$ cat config.mk
export PLATFORM = sky130hd
export DESIGN_NAME = dsadc_seq
export DESIGN_NICKNAME = d
export VERILOG_FILES = /design/src/rtl/dsadc_pkg.sv /design/src/rtl/dsadc_tick.sv /design/src/rtl/dsadc_pol.sv /design/src/rtl/dsadc_res.sv /design/src/rtl/dsadc_seq.sv
export SDC_FILE = /design/constraint.sdc
export NUM_CORES = 1
export LEC_CHECK = 0
export BUFFER_PORTS_ARGS = -buffer_cell sky130_fd_sc_hd__buf_2
export CORE_ASPECT_RATIO = 0.6
export CORE_MARGIN = 5
export CORE_UTILIZATION = 49
export CTS_CLUSTER_DIAMETER = 80
export DETAILED_ROUTE_END_ITERATION = 6
export PLACE_DENSITY = 0.82
export SETUP_SLACK_MARGIN = 0.5
export SKIP_LAST_GASP = 1
export SLEW_MARGIN = 0
export SYNTH_ARGS = -nofsm -noshare
export SYNTH_HDL_FRONTEND = slang
export SYNTH_HIERARCHICAL = 1
export SYNTH_SLANG_ARGS = --single-unit
$ cat constraint.sdc
create_clock -name clk -period 2.1 [get_ports clk]
set_input_delay 0.105 -clock clk [delete_from_list [all_inputs] [get_ports clk]]
set_output_delay 0.105 -clock clk [all_outputs]
set_load 0.02 [all_outputs]
$ cat src/rtl/dsadc_pkg.sv
package dsadc_pkg;

  typedef enum logic [2:0] {
    ST_IDLE   = 3'd0,
    ST_RUNUP  = 3'd1,
    ST_SAMPLE = 3'd2,
    ST_RUNDN  = 3'd3,
    ST_GAP_DN = 3'd4,
    ST_DISCH  = 3'd5,
    ST_GAP_ID = 3'd6
  } seq_st_e;

  typedef struct packed {
    logic disch;
    logic nref;
    logic pref;
    logic inp;
  } sw_t;

  function automatic int max3(input int a, input int b, input int c);
    int m;
    m = (a > b) ? a : b;
    return (m > c) ? m : c;
  endfunction

  // Switch pattern that belongs to a given phase; use_nref picks the run-down side.
  function automatic sw_t sw_of(input seq_st_e st, input logic use_nref);
    sw_t s;
    s = '0;
    case (st)
      ST_RUNUP: s.inp   = 1'b1;
      ST_RUNDN: begin
        s.nref = use_nref;
        s.pref = ~use_nref;
      end
      ST_DISCH: s.disch = 1'b1;
      default:  s = '0;
    endcase
    return s;
  endfunction

endpackage

$ cat src/rtl/dsadc_tick.sv
module dsadc_tick #(
  parameter int W = 8
) (
  input  logic         clk,
  input  logic         rst,
  input  logic         clr_i,
  input  logic         inc_i,
  output logic [W-1:0] cnt_o
);

  always_ff @(posedge clk) begin
    if (rst || clr_i) begin
      cnt_o <= '0;
    end else if (inc_i) begin
      cnt_o <= cnt_o + 1'b1;
    end
  end

endmodule

$ cat src/rtl/dsadc_pol.sv
module dsadc_pol (
  input  logic clk,
  input  logic rst,
  input  logic cap_i,
  input  logic cmp_pos_i,
  output logic use_nref_d_o,
  output logic use_nref_q_o,
  output logic crossed_o
);

  assign use_nref_d_o = cap_i ? cmp_pos_i : use_nref_q_o;

  always_ff @(posedge clk) begin
    if (rst) begin
      use_nref_q_o <= 1'b0;
    end else begin
      use_nref_q_o <= use_nref_d_o;
    end
  end

  // With the negative reference the integrator falls, so the crossing shows as
  // the comparator going low; with the positive reference it shows as high.
  assign crossed_o = use_nref_q_o ? ~cmp_pos_i : cmp_pos_i;

endmodule

$ cat src/rtl/dsadc_res.sv
module dsadc_res #(
  parameter int CNT_W  = 8,
  parameter int MAX_RD = 100,
  localparam int RES_W = CNT_W + 1
) (
  input  logic             clk,
  input  logic             rst,
  input  logic             fin_i,
  input  logic             sat_i,
  input  logic             pos_i,
  input  logic [CNT_W-1:0] cnt_i,
  output logic [RES_W-1:0] result_o,
  output logic             ovr_o,
  output logic             done_o
);

  localparam logic [CNT_W-1:0] MAX_V = CNT_W'(MAX_RD);

  logic [CNT_W-1:0] mag;
  logic [RES_W-1:0] mag_ext;

  assign mag     = sat_i ? MAX_V : cnt_i;
  assign mag_ext = {1'b0, mag};

  always_ff @(posedge clk) begin
    if (rst) begin
      result_o <= '0;
      ovr_o    <= 1'b0;
      done_o   <= 1'b0;
    end else begin
      done_o <= fin_i;
      if (fin_i) begin
        result_o <= pos_i ? mag_ext : (~mag_ext + 1'b1);
        ovr_o    <= sat_i;
      end
    end
  end

endmodule

$ cat src/rtl/dsadc_seq.sv
module dsadc_seq #(
  parameter int RUNUP_CYC = 16,
  parameter int MAX_RD    = 20,
  parameter int RST_CYC   = 3,
  localparam int MAXV     = dsadc_pkg::max3(RUNUP_CYC, MAX_RD, RST_CYC),
  localparam int CNT_W    = $clog2(MAXV + 1),
  localparam int RES_W    = CNT_W + 1
) (
  input  logic             clk,
  input  logic             rst,
  input  logic             start_i,
  input  logic             cmp_pos_i,
  output logic             sw_in_o,
  output logic             sw_pref_o,
  output logic             sw_nref_o,
  output logic             sw_disch_o,
  output logic             busy_o,
  output logic             done_o,
  output logic             ovr_o,
  output logic [RES_W-1:0] result_o
);
  import dsadc_pkg::*;

  localparam logic [CNT_W-1:0] UP_LAST = CNT_W'(RUNUP_CYC - 1);
  localparam logic [CNT_W-1:0] DS_LAST = CNT_W'(RST_CYC - 1);
  localparam logic [CNT_W-1:0] RD_MAX  = CNT_W'(MAX_RD);

  seq_st_e          st_q, st_d;
  sw_t              sw_q;
  logic [CNT_W-1:0] cnt;
  logic             t_clr, t_inc, cap, fin, sat;
  logic             use_nref_d, use_nref_q, crossed;

  dsadc_tick #(.W(CNT_W)) u_tick (
    .clk   (clk),
    .rst   (rst),
    .clr_i (t_clr),
    .inc_i (t_inc),
    .cnt_o (cnt)
  );

  dsadc_pol u_pol (
    .clk          (clk),
    .rst          (rst),
    .cap_i        (cap),
    .cmp_pos_i    (cmp_pos_i),
    .use_nref_d_o (use_nref_d),
    .use_nref_q_o (use_nref_q),
    .crossed_o    (crossed)
  );

  dsadc_res #(.CNT_W(CNT_W), .MAX_RD(MAX_RD)) u_res (
    .clk      (clk),
    .rst      (rst),
    .fin_i    (fin),
    .sat_i    (sat),
    .pos_i    (use_nref_q),
    .cnt_i    (cnt),
    .result_o (result_o),
    .ovr_o    (ovr_o),
    .done_o   (done_o)
  );

  always_comb begin
    st_d  = st_q;
    t_clr = 1'b0;
    t_inc = 1'b0;
    cap   = 1'b0;
    fin   = 1'b0;
    sat   = 1'b0;
    case (st_q)
      ST_IDLE: begin
        if (start_i) begin
          st_d  = ST_RUNUP;
          t_clr = 1'b1;
        end
      end
      ST_RUNUP: begin
        if (cnt == UP_LAST) begin
          st_d  = ST_SAMPLE;
          t_clr = 1'b1;
        end else begin
          t_inc = 1'b1;
        end
      end
      ST_SAMPLE: begin
        cap   = 1'b1;
        st_d  = ST_RUNDN;
        t_clr = 1'b1;
      end
      ST_RUNDN: begin
        if (crossed) begin
          fin  = 1'b1;
          st_d = ST_GAP_DN;
        end else if (cnt == RD_MAX) begin
          fin  = 1'b1;
          sat  = 1'b1;
          st_d = ST_GAP_DN;
        end else begin
          t_inc = 1'b1;
        end
      end
      ST_GAP_DN: begin
        st_d  = ST_DISCH;
        t_clr = 1'b1;
      end
      ST_DISCH: begin
        if (cnt == DS_LAST) begin
          st_d  = ST_GAP_ID;
          t_clr = 1'b1;
        end else begin
          t_inc = 1'b1;
        end
      end
      ST_GAP_ID: st_d = ST_IDLE;
      default:   st_d = ST_DISCH;
    endcase
  end

  always_ff @(posedge clk) begin
    if (rst) begin
      st_q   <= ST_DISCH;
      sw_q   <= sw_of(ST_DISCH, 1'b0);
      busy_o <= 1'b1;
    end else begin
      st_q   <= st_d;
      sw_q   <= sw_of(st_d, use_nref_d);
      busy_o <= (st_d != ST_IDLE);
    end
  end

  assign sw_in_o    = sw_q.inp;
  assign sw_pref_o  = sw_q.pref;
  assign sw_nref_o  = sw_q.nref;
  assign sw_disch_o = sw_q.disch;

endmodule

== Word level (Yosys, flattened, before mapping) ==
Index checks and enable logic that the tools add are counted.
Storage, ports and cells
  bits in registers: 22
  output and inout bits: 13
  input bits: 4
Operators by class
  reductions and logical operators: 5
  equal/unequal tests: 12
  mux-type cells: 27
  bitwise logic cells: 4
  $add $sub $neg: 2
Operators by type and width (count)
  one-hot mux 3 bit (6 select lines): 1
  two-way mux 1 bit: 17
  two-way mux 3 bit: 5
  equality test 3 bit, second input constant: 4
  equality test 3 x 2 -> 1 bit, second input constant: 3
  adder 6 x 1 -> 6 bit, second input constant: 1
  equality test 3 x 1 -> 1 bit, second input constant: 2
  two-way mux 6 bit: 1
  NOT 5 -> 6 bit: 1
  adder 5 x 1 -> 5 bit, second input constant: 1
  equality test 5 x 2 -> 1 bit, second input constant: 1
  equality test 5 x 4 -> 1 bit, second input constant: 1
  equality test 5 bit, second input constant: 1
  two-way mux 5 bit: 1
  one-hot mux 1 bit (4 select lines): 1
  OR reduction 2 bit: 2
  logical NOT 3 bit: 1
  NOT 1 bit: 3
  one-hot mux 1 bit (3 select lines): 1
  nonzero test 3 bit: 1
  logical OR 1 bit: 1

== Depth between registers and ports, before layout ==
Gate-level depths: netlist of the first run.
  word-level depth: 8
  depth in mapped cells: 11

== Hierarchy ==
Netlist of the first run, hierarchy kept.
By module, submodules not included
  dsadc_seq: cells each 51, seq. area each 160.2 sq um, times used 1, area each 450.4 sq um
  dsadc_res: cells each 46, seq. area each 160.2 sq um, times used 1, area each 410.4 sq um
  dsadc_tick: cells each 23, seq. area each 100.1 sq um, times used 1, area each 239.0 sq um
  dsadc_pol: cells each 4, seq. area each 20.0 sq um, times used 1, area each 57.6 sq um

== Worst setup path before layout of the first run ==
No wires, ideal clock.
  path type: register to register
  start point: reg u_tick.cnt_o[2]
  end point: reg u_res.result_o[4]
  setup slack: -0.161 ns
  arrival time: 2.181 ns
  clock period less this slack: 2.261 ns
  required time: 2.021 ns
  library setup time: 0.079 ns
  cell stages (with the launch flop): 11
  cells stage by stage: dfxtp_1 > nand2_1 > nor4_2 > nor3b_1 > buf_2 > nand2b_1 > ha_1 > or3b_1 > a21oi_1 > o2bb2ai_1 > a211oi_2
On the way
  longest elaborated chain between the ends: 8
Ends and longest elaborated chain
  from (decl): line dsadc_tick.sv:8  | output logic [W-1:0] cnt_o
  from (signal assigned): line dsadc_tick.sv:15  | cnt_o <= cnt_o + 1'b1;
  equality test 5 bit (*): line dsadc_seq.sv:95  | end else if (cnt == RD_MAX) begin
  two-way mux 1 bit (*): line dsadc_seq.sv:95
  two-way mux 1 bit (*): line dsadc_seq.sv:92  | if (crossed) begin
  two-way mux 1 bit (*): line dsadc_seq.sv:71  | case (st_q)
  named net sat: line dsadc_seq.sv:31  | logic t_clr, t_inc, cap, fin, sat;
  two-way mux 5 bit (*): line dsadc_res.sv:22  | assign mag = sat_i ? MAX_V : cnt_i;
  NOT 5 -> 6 bit: line dsadc_res.sv:33  | result_o <= pos_i ? mag_ext : (~mag_ext + 1'b1);
  adder 6 x 1 -> 6 bit: line dsadc_res.sv:33
  two-way mux 6 bit (*): line dsadc_res.sv:33
  to (signal assigned): line dsadc_res.sv:33
  to (decl): line dsadc_res.sv:12  | output logic [RES_W-1:0] result_o,
Mark *: on every way through the listed nets, which the timed path passes. The rest lies on a longest branch.
A chain may end at the register's enable or synchronous reset.

== Worst setup path after layout of the first run ==
  start point: reg u_tick.cnt_o[4]
  end point: reg u_res.result_o[4]
The elaborated chain is that of the path after synthesis.

==> flow_summary.yaml, run 1 <==
status:
  outcome: "complete, but fails checks"
  violations: "setup timing"
power:
  leakage_nw: 0.751
  power_frac_seq_pct: 28.9
  power_frac_clock_pct: 24.8
  p_comb_share_pct: 46.3
  p_switching_mw: 0.560
  intPower_mw: 1.09
  ir_drop_mv: 0.530
  power_per_cell_area_mw_per_mm2: 961
  p_sw_share_pct: 34.0
timing:
  worstMarginPinSlew_ns: 0.445
  setup_ws_ns: -0.192
  setup_viol: 2
  rsz0062_at_grt: "yes"
  max_clock_freq_mhz: 436
  period_share_pct: 109
  hold_violations: 0
  worst_clock_skew_ns: 0.00748
  finalMaxSlewViolations: 0
  layout_min_cycle_time_ns: 2.29
  setup-tns-final_ns: -0.340
  slew_headroom_pct: 70.4
setup_path:
  path_class: "register to register"
  ff2ff_path_depth: 9
  crit_arrival_ns: 2.44
  r2r_start: "u_tick/cnt_o[4]"
  cp_max_fo: 3
  cp.required_ns: 2.25
  start_kind: "register"
  r2r_setup_slack_ns: -0.19
  r2r_end: "u_res/result_o[4]"
  end_kind: "register"
die:
  ios: 17
  core_mm2: 0.00221
  rows: 13
  initial_core_util_pct: 52.3
  dieHeight_um: 47.6
  die_w_um: 72.7
  die_area_mm2: 0.00347
synthesis:
  syn_area_per_cell_um2: 9.33
  synth.area.top_cells: "dfxtp_1 (38%), nor2_1 (4.9%), mux2i_1 (3.5%), nand2b_1 (3.2%), nor3b_1 (3.2%)"
  synthCells: 124
  syn_area_mm2: 0.00116
  synthSimpleGateAreaFrac_pct: 31.6
  synth_top_area_share_pct: 38.1
  yosysUniqueCellTypes: 46
  synthXorXnorAreaFrac_pct: 2.27
  synth.largest_area_cell: "dfxtp_1"
  synth_top_family_by_area: "simple AND/OR/NAND/NOR gates"
  yosys_warnings: 6
  synth_fa_ha_area_share_pct: 2.16
  yosysSeqAreaShare_pct: 38.1
  ys_top_cells_by_count: "dfxtp_1 (22), nor2_1 (15), a21oi_1 (6), nand2b_1 (6), nor3_1 (6)"
  synthArstFlopShare_pct: 0
  synthMuxAreaShare_pct: 7.68
  synth_seq_cells: 22
  yosysMostFrequentCell: "dfxtp_1"
  synth_fp_nets: 130
  synth-compound-area-share_pct: 14.1
  synthFlopType: "dfxtp_1"
  synth_edf_count: 0
finish:
  utilization_pct: 77.5
  seqCellArea_um2: 447
  multi_input_area_um2: 820
  drive_gt1_share_pct: 51.2
  syn2layout_area_growth_pct: 48.1
  antennaDiodeCount: 0
  fin_nets: 173
  fillCellCount: 128
clock_network:
  clock-sinks: 22
  h-tree-depth: 1
  path_clk_slew_ns: 0.08
  cts_made_buffers: 3
  cts_buffer_depth: 2
  clkLatencyLatePin_ns: 0.28
  ctsHoldBuffers: 0
  cts_tree: "done"
  clockRootBuffer: "clkbuf_8"
hold_path:
  min_path_type: "input port to register"
  hold_depth: 3
  min_from: "cmp_pos_i"
  whs_endpoint: "sw_pref_o"
drt:
  ant_nets: 0
  num_vias: 1254
  drc: 0
  dr.pass1.iters: 5
  drt-total-wl_mm: 4.32
  viasPerCell: 6.40
  drt-initial-drc-count: 164
  avgRoutedWirePerCell_um: 22.0
global_routing:
  antenna_found_initial: 0
  grt_pass1_vias: 1183
  overflow: 0
  grt_pass1_wl_mm: 5.83
  grt_start_max_net_pins: 24
  grtUsageTotal_pct: 23.5
place:
  dp_hpwl_mm: 1.98
  numPortBuffers: 16
  gp_congestion: 0.827
flow_run:
  drv_cap: 0
-- routing by layer --
layer | vias to the layer above | global-route usage [%] | routed length, um
li1 | 524 | - | -
met1 | 607 | 24.7 | 1780
met2 | 91 | 43.5 | 1900
met3 | 32 | 8.39 | 383
met4 | 0 | 11.4 | 252
met5 | - | 0 | 0
-- kinds of logic after synthesis --
logic type | after synthesis
buf+inv | 8
fa+ha+maj | 2
xor+xnor | 3
mux | 8
compound gates | 22
simple gates | 59
flops | 22
-- registers in the layout, indices dropped and copies added (netlist names) --
name	cells
sw_pref_o	1
u_pol/use_nref_q_o	1
busy_o	1
u_res/done_o	1
u_res/ovr_o	1
sw_disch_o	1
u_res/result_o	6
sw_in_o	1
u_tick/cnt_o	5
sw_nref_o	1
st_q	3
-- worst max-delay path, cell delays in order, from the launching register on --
cell	delay (ns)
dfxtp_2	0.37
nand2_4	0.06
nor4_4	0.28
nor3b_4	0.32
nand2b_4	0.20
ha_4	0.13
or3b_4	0.40
or2b_1	0.20
o2bb2ai_2	0.11
a211oi_2	0.08
-- area by class of cell --
class	instances	share of cell area, %
clock inverter	1	1.75
sequential	22	26.1
inverter	1	0.219
timing repair buffer	45	19.6
tap	30	2.19
multi-input combinational	94	47.8
clock buffer	3	2.41
-- metrics by stage --
step	cell area, um^2	hold slack, ns	worst slack (ns)	cells	total power, mW
after floorplan	1220	0.169	-0.0486	124	0.848
after global placement	1380	0.444	0.0521	176	0.916
after detailed placement	1380	0.454	-0.173	176	0.944
after CTS	1670	0.190	-0.0767	195	1.55
after global routing	1710	0.206	-0.238	196	1.70
final	1710	0.198	-0.192	196	1.65
-- worst max path at each step --
stage	endpoint	slack, ns	from
2_1_floorplan	u_res/result_o[4]	-0.05	u_tick/cnt_o[2]
3_3_place_gp	u_res/result_o[4]	0.05	u_tick/cnt_o[2]
3_5_place_dp	u_res/result_o[4]	-0.17	u_tick/cnt_o[2]
4_1_cts	u_res/result_o[4]	-0.08	u_tick/cnt_o[0]
5_1_grt	u_res/result_o[4]	-0.24	u_tick/cnt_o[4]
6_report	u_res/result_o[4]	-0.19	u_tick/cnt_o[4]
-- power groups by stage --
stage	Sequential, mW	Combinational [mW]	Clock, mW
4_1_cts	0.472	0.672	0.406
2_1_floorplan	0.516	0.331	0
5_1_grt	0.478	0.793	0.428
3_3_place_gp	0.481	0.436	0
6_report	0.476	0.762	0.409
3_5_place_dp	0.480	0.463	0
-- layout by cell type (no fill, tap or decap), types with 3 or more instances in the layout --
master	count
buf_2	16
clkbuf_8	3
nor3_1	6
nand2_1	3
buf_4	19
nor2b_1	4
buf_6	10
nor2_1	12
nor3b_1	4
a21oi_1	3
dfxtp_1	19
nand2b_4	3
nand2b_1	3
mux2_4	3
mux2i_1	4
nand3b_1	4
-- repair_timing --
action	CTS	global route
pin swaps	12	2
setup buffers	14	1
cloned	1	0
gates resized for setup	26	7
setup endpoints to repair	11	16
(Power assumes the default switching activity.)
==> inputs of run 2 (changes only) <==
--- a/config.mk
+++ b/config.mk
@@ -11,6 +11,7 @@
 export CORE_UTILIZATION = 49
 export CTS_CLUSTER_DIAMETER = 80
 export DETAILED_ROUTE_END_ITERATION = 6
+export GPL_TIMING_DRIVEN = 0
 export PLACE_DENSITY = 0.82
 export SETUP_SLACK_MARGIN = 0.5
 export SKIP_LAST_GASP = 1
==> run 2 against run 1 <==
The flow still finishes with violations (setup timing). Via count fell by 6.9%. Critical path depth increased by 6. Highest routed layer unchanged. Sequential power is 3% higher. Clock skew shrank 0.0031 ns. Critical path type unchanged. Largest cell class unchanged. Design area grew 2.7%. Cell count up 1.5%. Maximum frequency increased by 3.8%. Core utilization up 2.1 points. Power decreased by 0.71%.
==> flow_summary.yaml, run 2 (synthesis gave the netlist of run 1 again) <==
drt:
  drt-total-wl_mm: 3.77
  ant_nets: 0
  avgRoutedWirePerCell_um: 18.9
  num_vias: 1168
  drc: 0
  viasPerCell: 5.87
  drt-initial-drc-count: 59
  dr.pass1.iters: 4
die:
  initial_core_util_pct: 52.3
  dieHeight_um: 47.6
  die_area_mm2: 0.00347
  ios: 17
  core_mm2: 0.00221
  rows: 13
  die_w_um: 72.7
setup_path:
  end_kind: "register"
  path_class: "register to register"
  crit_arrival_ns: 2.37
  cp.required_ns: 2.26
  cp_max_fo: 4
  start_kind: "register"
global_routing:
  grt_start_max_net_pins: 17
  grt_pass1_vias: 1117
  grt_pass1_wl_mm: 5.60
  antenna_found_initial: 0
  grtUsageTotal_pct: 21.9
  overflow: 0
clock_network:
  h-tree-depth: 1
  cts_buffer_depth: 2
  clkLatencyLatePin_ns: 0.27
  clock-sinks: 22
  clockRootBuffer: "clkbuf_8"
  cts_made_buffers: 3
  path_clk_slew_ns: 0.08
  cts_tree: "done"
timing:
  layout_min_cycle_time_ns: 2.21
  rsz0062_at_grt: "yes"
  period_share_pct: 105
  worstMarginPinSlew_ns: 0.515
  slew_headroom_pct: 65.4
  setup_ws_ns: -0.109
  worst_clock_skew_ns: 0.00439
  finalMaxSlewViolations: 0
  hold_violations: 0
  max_clock_freq_mhz: 453
  setup_viol: 2
power:
  p_total_mw: 1.64
  leakage_nw: 0.739
  ir_drop_mv: 0.550
  power_per_cell_area_mw_per_mm2: 929
finish:
  top_regs: "u_res/result_o: 6 flops, u_tick/cnt_o: 5 flops, st_q: 3 flops"
  largest_reg_flops: 6
  final_area_mm2: 0.00176
  layout_common_cells: "buf_4 (18), buf_2 (16), dfxtp_1 (14), buf_6 (12), nor2_1 (12)"
  instances_no_fill: 199
  seqCellArea_um2: 465
  layout_commonest_cell: "buf_4"
  drive_gt1_share_pct: 52.7
  multi_input_area_um2: 818
  regMostFlops: "u_res/result_o"
  antennaDiodeCount: 0
  fillCellCount: 126
  fin_nets: 176
  syn2layout_area_growth_pct: 52.1
place:
  gp_congestion: 0.743
  numPortBuffers: 16
  dp_hpwl_mm: 1.74
  placedCellCount: 170
  placement.cell_area_mm2: 0.00133
hold_path:
  min_path_type: "input port to register"
status:
  violations: "setup timing"
  outcome: "complete, but fails checks"
flow_run:
  drv_cap: 0
## run 2: final cells by class
| class | count | share of cell area, % |
|---|---|---|
| multi-input cells | 94 | 46.5 |
| flip-flops and latches | 22 | 26.4 |
| repair buffers | 41 | 17.1 |
| plain buffers | 7 | 3.84 |
| clock buffers | 4 | 3.77 |
| well taps | 30 | 2.13 |
| inverters | 1 | 0.213 |
## run 2: per-layer routing
metal  GRT usage, %  part of all wire [%]  vias to the layer above
met5              0                     0                        -
met4           9.19                   2.0                        0
met3           5.24                   5.8                       10
met2           38.9                    48                       41
met1           26.3                    45                      577
li1               -                     -                      540
## run 2: repair_timing
| action | in CTS | in global routing |
|---|---|---|
| endpoints found under the hold margin | 0 | 0 |
| gates resized for setup | 30 | 18 |
| hold buffers | 0 | 0 |
| endpoints found under the setup margin | 12 | 14 |
| buffers inserted | 19 | 6 |
| pin swaps | 10 | 10 |
## run 2: final timing paths
path | slack [ns] | start | depth (start not counted) | to
worst max-delay path | -0.11 | st_q[2] | 15 | u_res/result_o[2]
worst min-delay path | 0.19 | rst | 2 | u_pol/use_nref_q_o
worst min register to register | 0.49 | u_res/result_o[0] | 2 | u_res/result_o[0]
worst max register to register | -0.11 | st_q[2] | 15 | u_res/result_o[2]
## run 2: power breakdown
group	leakage (nW)	switching (mW)	internal, mW
registers	0.182	0.0393	0.452
logic	0.522	0.358	0.433
clock network	0.0339	0.146	0.207
## run 2: through the flow
stage / util [%] / TNS, ns / hold WS [ns] / worst slack, ns
6_report: 79.6 / -0.201 / 0.192 / -0.109
5_1_grt: 79.6 / -0.285 / 0.200 / -0.161
4_1_cts: 73.9 / -0.0501 / 0.181 / -0.0501
3_5_place_dp: 60.3 / -0.256 / 0.449 / -0.256
3_3_place_gp: 60.3 / -0.205 / 0.442 / -0.205
2_1_floorplan: - / -0.0486 / 0.169 / -0.0486
## run 2: critical path: stages (launching register included)
cell and delay [ns]:
dfxtp_2 0.36, buf_6 0.10, and2b_2 0.24, nand2_2 0.08, nor3b_2 0.05, buf_4 0.15, nand2b_4 0.14, ha_4 0.16
buf_4 0.13, buf_6 0.10, buf_6 0.11, buf_6 0.11, nor2_4 0.08, xnor2_1 0.07, mux2i_1 0.15, nor2_1 0.07
==> inputs of run 3 (changes only) <==
--- a/config.mk
+++ b/config.mk
@@ -12,6 +12,7 @@
 export CTS_CLUSTER_DIAMETER = 80
 export DETAILED_ROUTE_END_ITERATION = 6
 export GPL_TIMING_DRIVEN = 0
+export MAX_ROUTING_LAYER = met4
 export PLACE_DENSITY = 0.82
 export SETUP_SLACK_MARGIN = 0.5
 export SKIP_LAST_GASP = 1
==> constraint.sdc (replaced) <==
create_clock -name clk -period 1.88 [get_ports clk]
set_input_delay 0.094 -clock clk [delete_from_list [all_inputs] [get_ports clk]]
set_output_delay 0.094 -clock clk [all_outputs]
set_load 0.02 [all_outputs]
==> run 3 against run 2 <==
The run still ends with setup timing left. Critical path type unchanged. Power increased by 17%. Register-to-register slack got worse by 0.36 ns. Critical endpoint unchanged. Largest cell class unchanged. Sequential power rose by 12%. Combinational power is 22% higher. Clock-buffer cell count unchanged. Die area stayed put.
==> flow_summary.yaml, run 3 (synthesis gave the netlist of run 1 again) <==
status:
  outcome: "complete, but fails checks"
  violations: "setup timing"
finish:
  final_area_mm2: 0.00193
  layout_common_cells: "buf_6 (21), buf_4 (21), buf_2 (16), dfxtp_1 (15), nor2_1 (11)"
  antennaDiodeCount: 0
  fillCellCount: 96
  largest_reg_flops: 6
  top_regs: "u_res/result_o: 6 flops, u_tick/cnt_o: 5 flops, st_q: 3 flops"
  syn2layout_area_growth_pct: 66.5
  drive_gt1_share_pct: 61.3
  regMostFlops: "u_res/result_o"
  fin_nets: 188
  instances_no_fill: 211
  utilization_pct: 87.1
setup_path:
  critPathMaxStageDelay_ns: 0.37
  cpMaxStageDelayCell: "dfxtp_2"
  cp.required_ns: 2.03
  cp_max_fo: 4
  start_kind: "register"
  crit_arrival_ns: 2.50
  cpLargestDelayFamily: "buffers and inverters"
  crit_path_cell_trace: "buf_6, and2b_2, nand2_2, nor3b_2, buf_4, nand2b_4, ha_4, buf_4, buf_6, buf_6, buf_6, nor2_4, xnor2_2, mux2i_1, nor2_1"
  path_common_cell: "buf_6"
  path_class: "register to register"
  ff2ff_path_depth: 15
  end_kind: "register"
  worst-path-stages: 15
  crit_buf_inv: 6
drt:
  met1Wirelength_mm: 1.89
  wl_met2_mm: 2.09
  avgRoutedWirePerCell_um: 22.3
  ant_nets: 0
  drt-initial-drc-count: 108
  top_layer_used: "met4"
  dr.pass1.iters: 4
  wl_met3_um: 504
  drt-total-wl_mm: 4.70
  num_vias: 1303
  viasPerCell: 6.18
  drc: 0
global_routing:
  grt_pass1_vias: 1125
  grtUsageTotal_pct: 22.4
  overflow: 0
  grt_pass1_wl_mm: 5.46
  grt_start_max_net_pins: 17
  antenna_found_initial: 0
timing:
  setup_viol: 8
  setup-tns-final_ns: -2.33
  period_share_pct: 125
  layout_min_cycle_time_ns: 2.35
  rsz0062_at_grt: "yes"
  finalMaxSlewViolations: 0
  worst_clock_skew_ns: 0.00344
  worstMarginPinSlew_ns: 0.459
  timing.hold.ws_ns: 0.180
  max_clock_freq_mhz: 426
  slew_headroom_pct: 69.2
  setup_ws_ns: -0.467
  hold_violations: 0
clock_network:
  cts_tree: "done"
  clock-sinks: 22
  h-tree-depth: 1
  path_clk_slew_ns: 0.08
  clockRootBuffer: "clkbuf_8"
  ctsHoldBuffers: 0
  cts_made_buffers: 3
  clkLatencyLatePin_ns: 0.27
  cts_buffer_depth: 2
power:
  leakage_nw: 0.827
  ir_drop_mv: 0.793
  power_per_cell_area_mw_per_mm2: 993
place:
  placedCellCount: 170
  numPortBuffers: 16
  dp_hpwl_mm: 1.74
  placement.cell_area_mm2: 0.00134
  gp_congestion: 0.777
hold_path:
  hold_depth: 3
  min_path_type: "input port to register"
die:
  initial_core_util_pct: 52.3
  dieHeight_um: 47.6
  rows: 13
  core_mm2: 0.00221
  die_w_um: 72.7
  ios: 17
  die_area_mm2: 0.00347
flow_run:
  drv_cap: 0
## run 3: cell count changes in the layout (fill, tap and decap cells not counted), sizes merged
cell and delta:
buf +11, clkbuf +1
## run 3: final timing paths
path                             to              start  slack, ns
setup / recovery  u_res/result_o[2]            st_q[2]      -0.47
hold / removal            sw_pref_o          cmp_pos_i       0.18
setup reg to reg  u_res/result_o[2]            st_q[2]      -0.47
hold reg to reg   u_res/result_o[1]  u_res/result_o[1]       0.51
## run 3: worst reg2reg max path: stages (launching register included)
cell      delay (ns)
dfxtp_2         0.37
buf_6           0.11
and2b_2         0.22
nand2_2         0.08
nor3b_2         0.05
buf_4           0.16
nand2b_4        0.15
ha_4            0.16
buf_4           0.13
buf_6           0.10
buf_6           0.10
buf_6           0.11
nor2_4          0.14
xnor2_2         0.08
mux2i_1         0.22
nor2_1          0.06
## run 3: through the flow
stage | total power [mW] | worst slack [ns]
floorplan | 0.954 | -0.269
global placement | 1.02 | -0.427
detailed placement | 1.05 | -0.485
CTS | 1.64 | -0.261
global route | 1.96 | -0.472
finish | 1.91 | -0.467
## run 3: power by group
group          switching (mW)  internal (mW)  leakage (nW)
Sequential             0.0441          0.504         0.182
Clock                   0.169          0.232        0.0339
Combinational           0.465          0.500         0.611
## run 3: area by class of cell
type	count	area (um^2)	area share, %
buffer	7	70.1	3.64
clock buffer	4	66.3	3.44
inverter	1	3.75	0.195
multi-input combinational	94	863	44.8
sequential	22	464	24.1
tap	30	37.5	1.95
timing repair buffer	53	422	21.9
## run 3: repair_timing
action                                  in CTS  in global routing
hold endpoints to repair                     0                  0
pin swaps                                   15                 13
endpoints found under the setup margin      19                 22
cloned                                       1                  0
gates resized for setup                     34                 30
buffers inserted                            21                 15
## run 3: layer usage
| layer | track usage [%] | vias up |
|---|---|---|
| met4 | 7.72 | 0 |
| met5 | - | - |
| met1 | 26.3 | 606 |
| met2 | 36.4 | 109 |
| li1 | - | 560 |
| met3 | 7.76 | 28 |
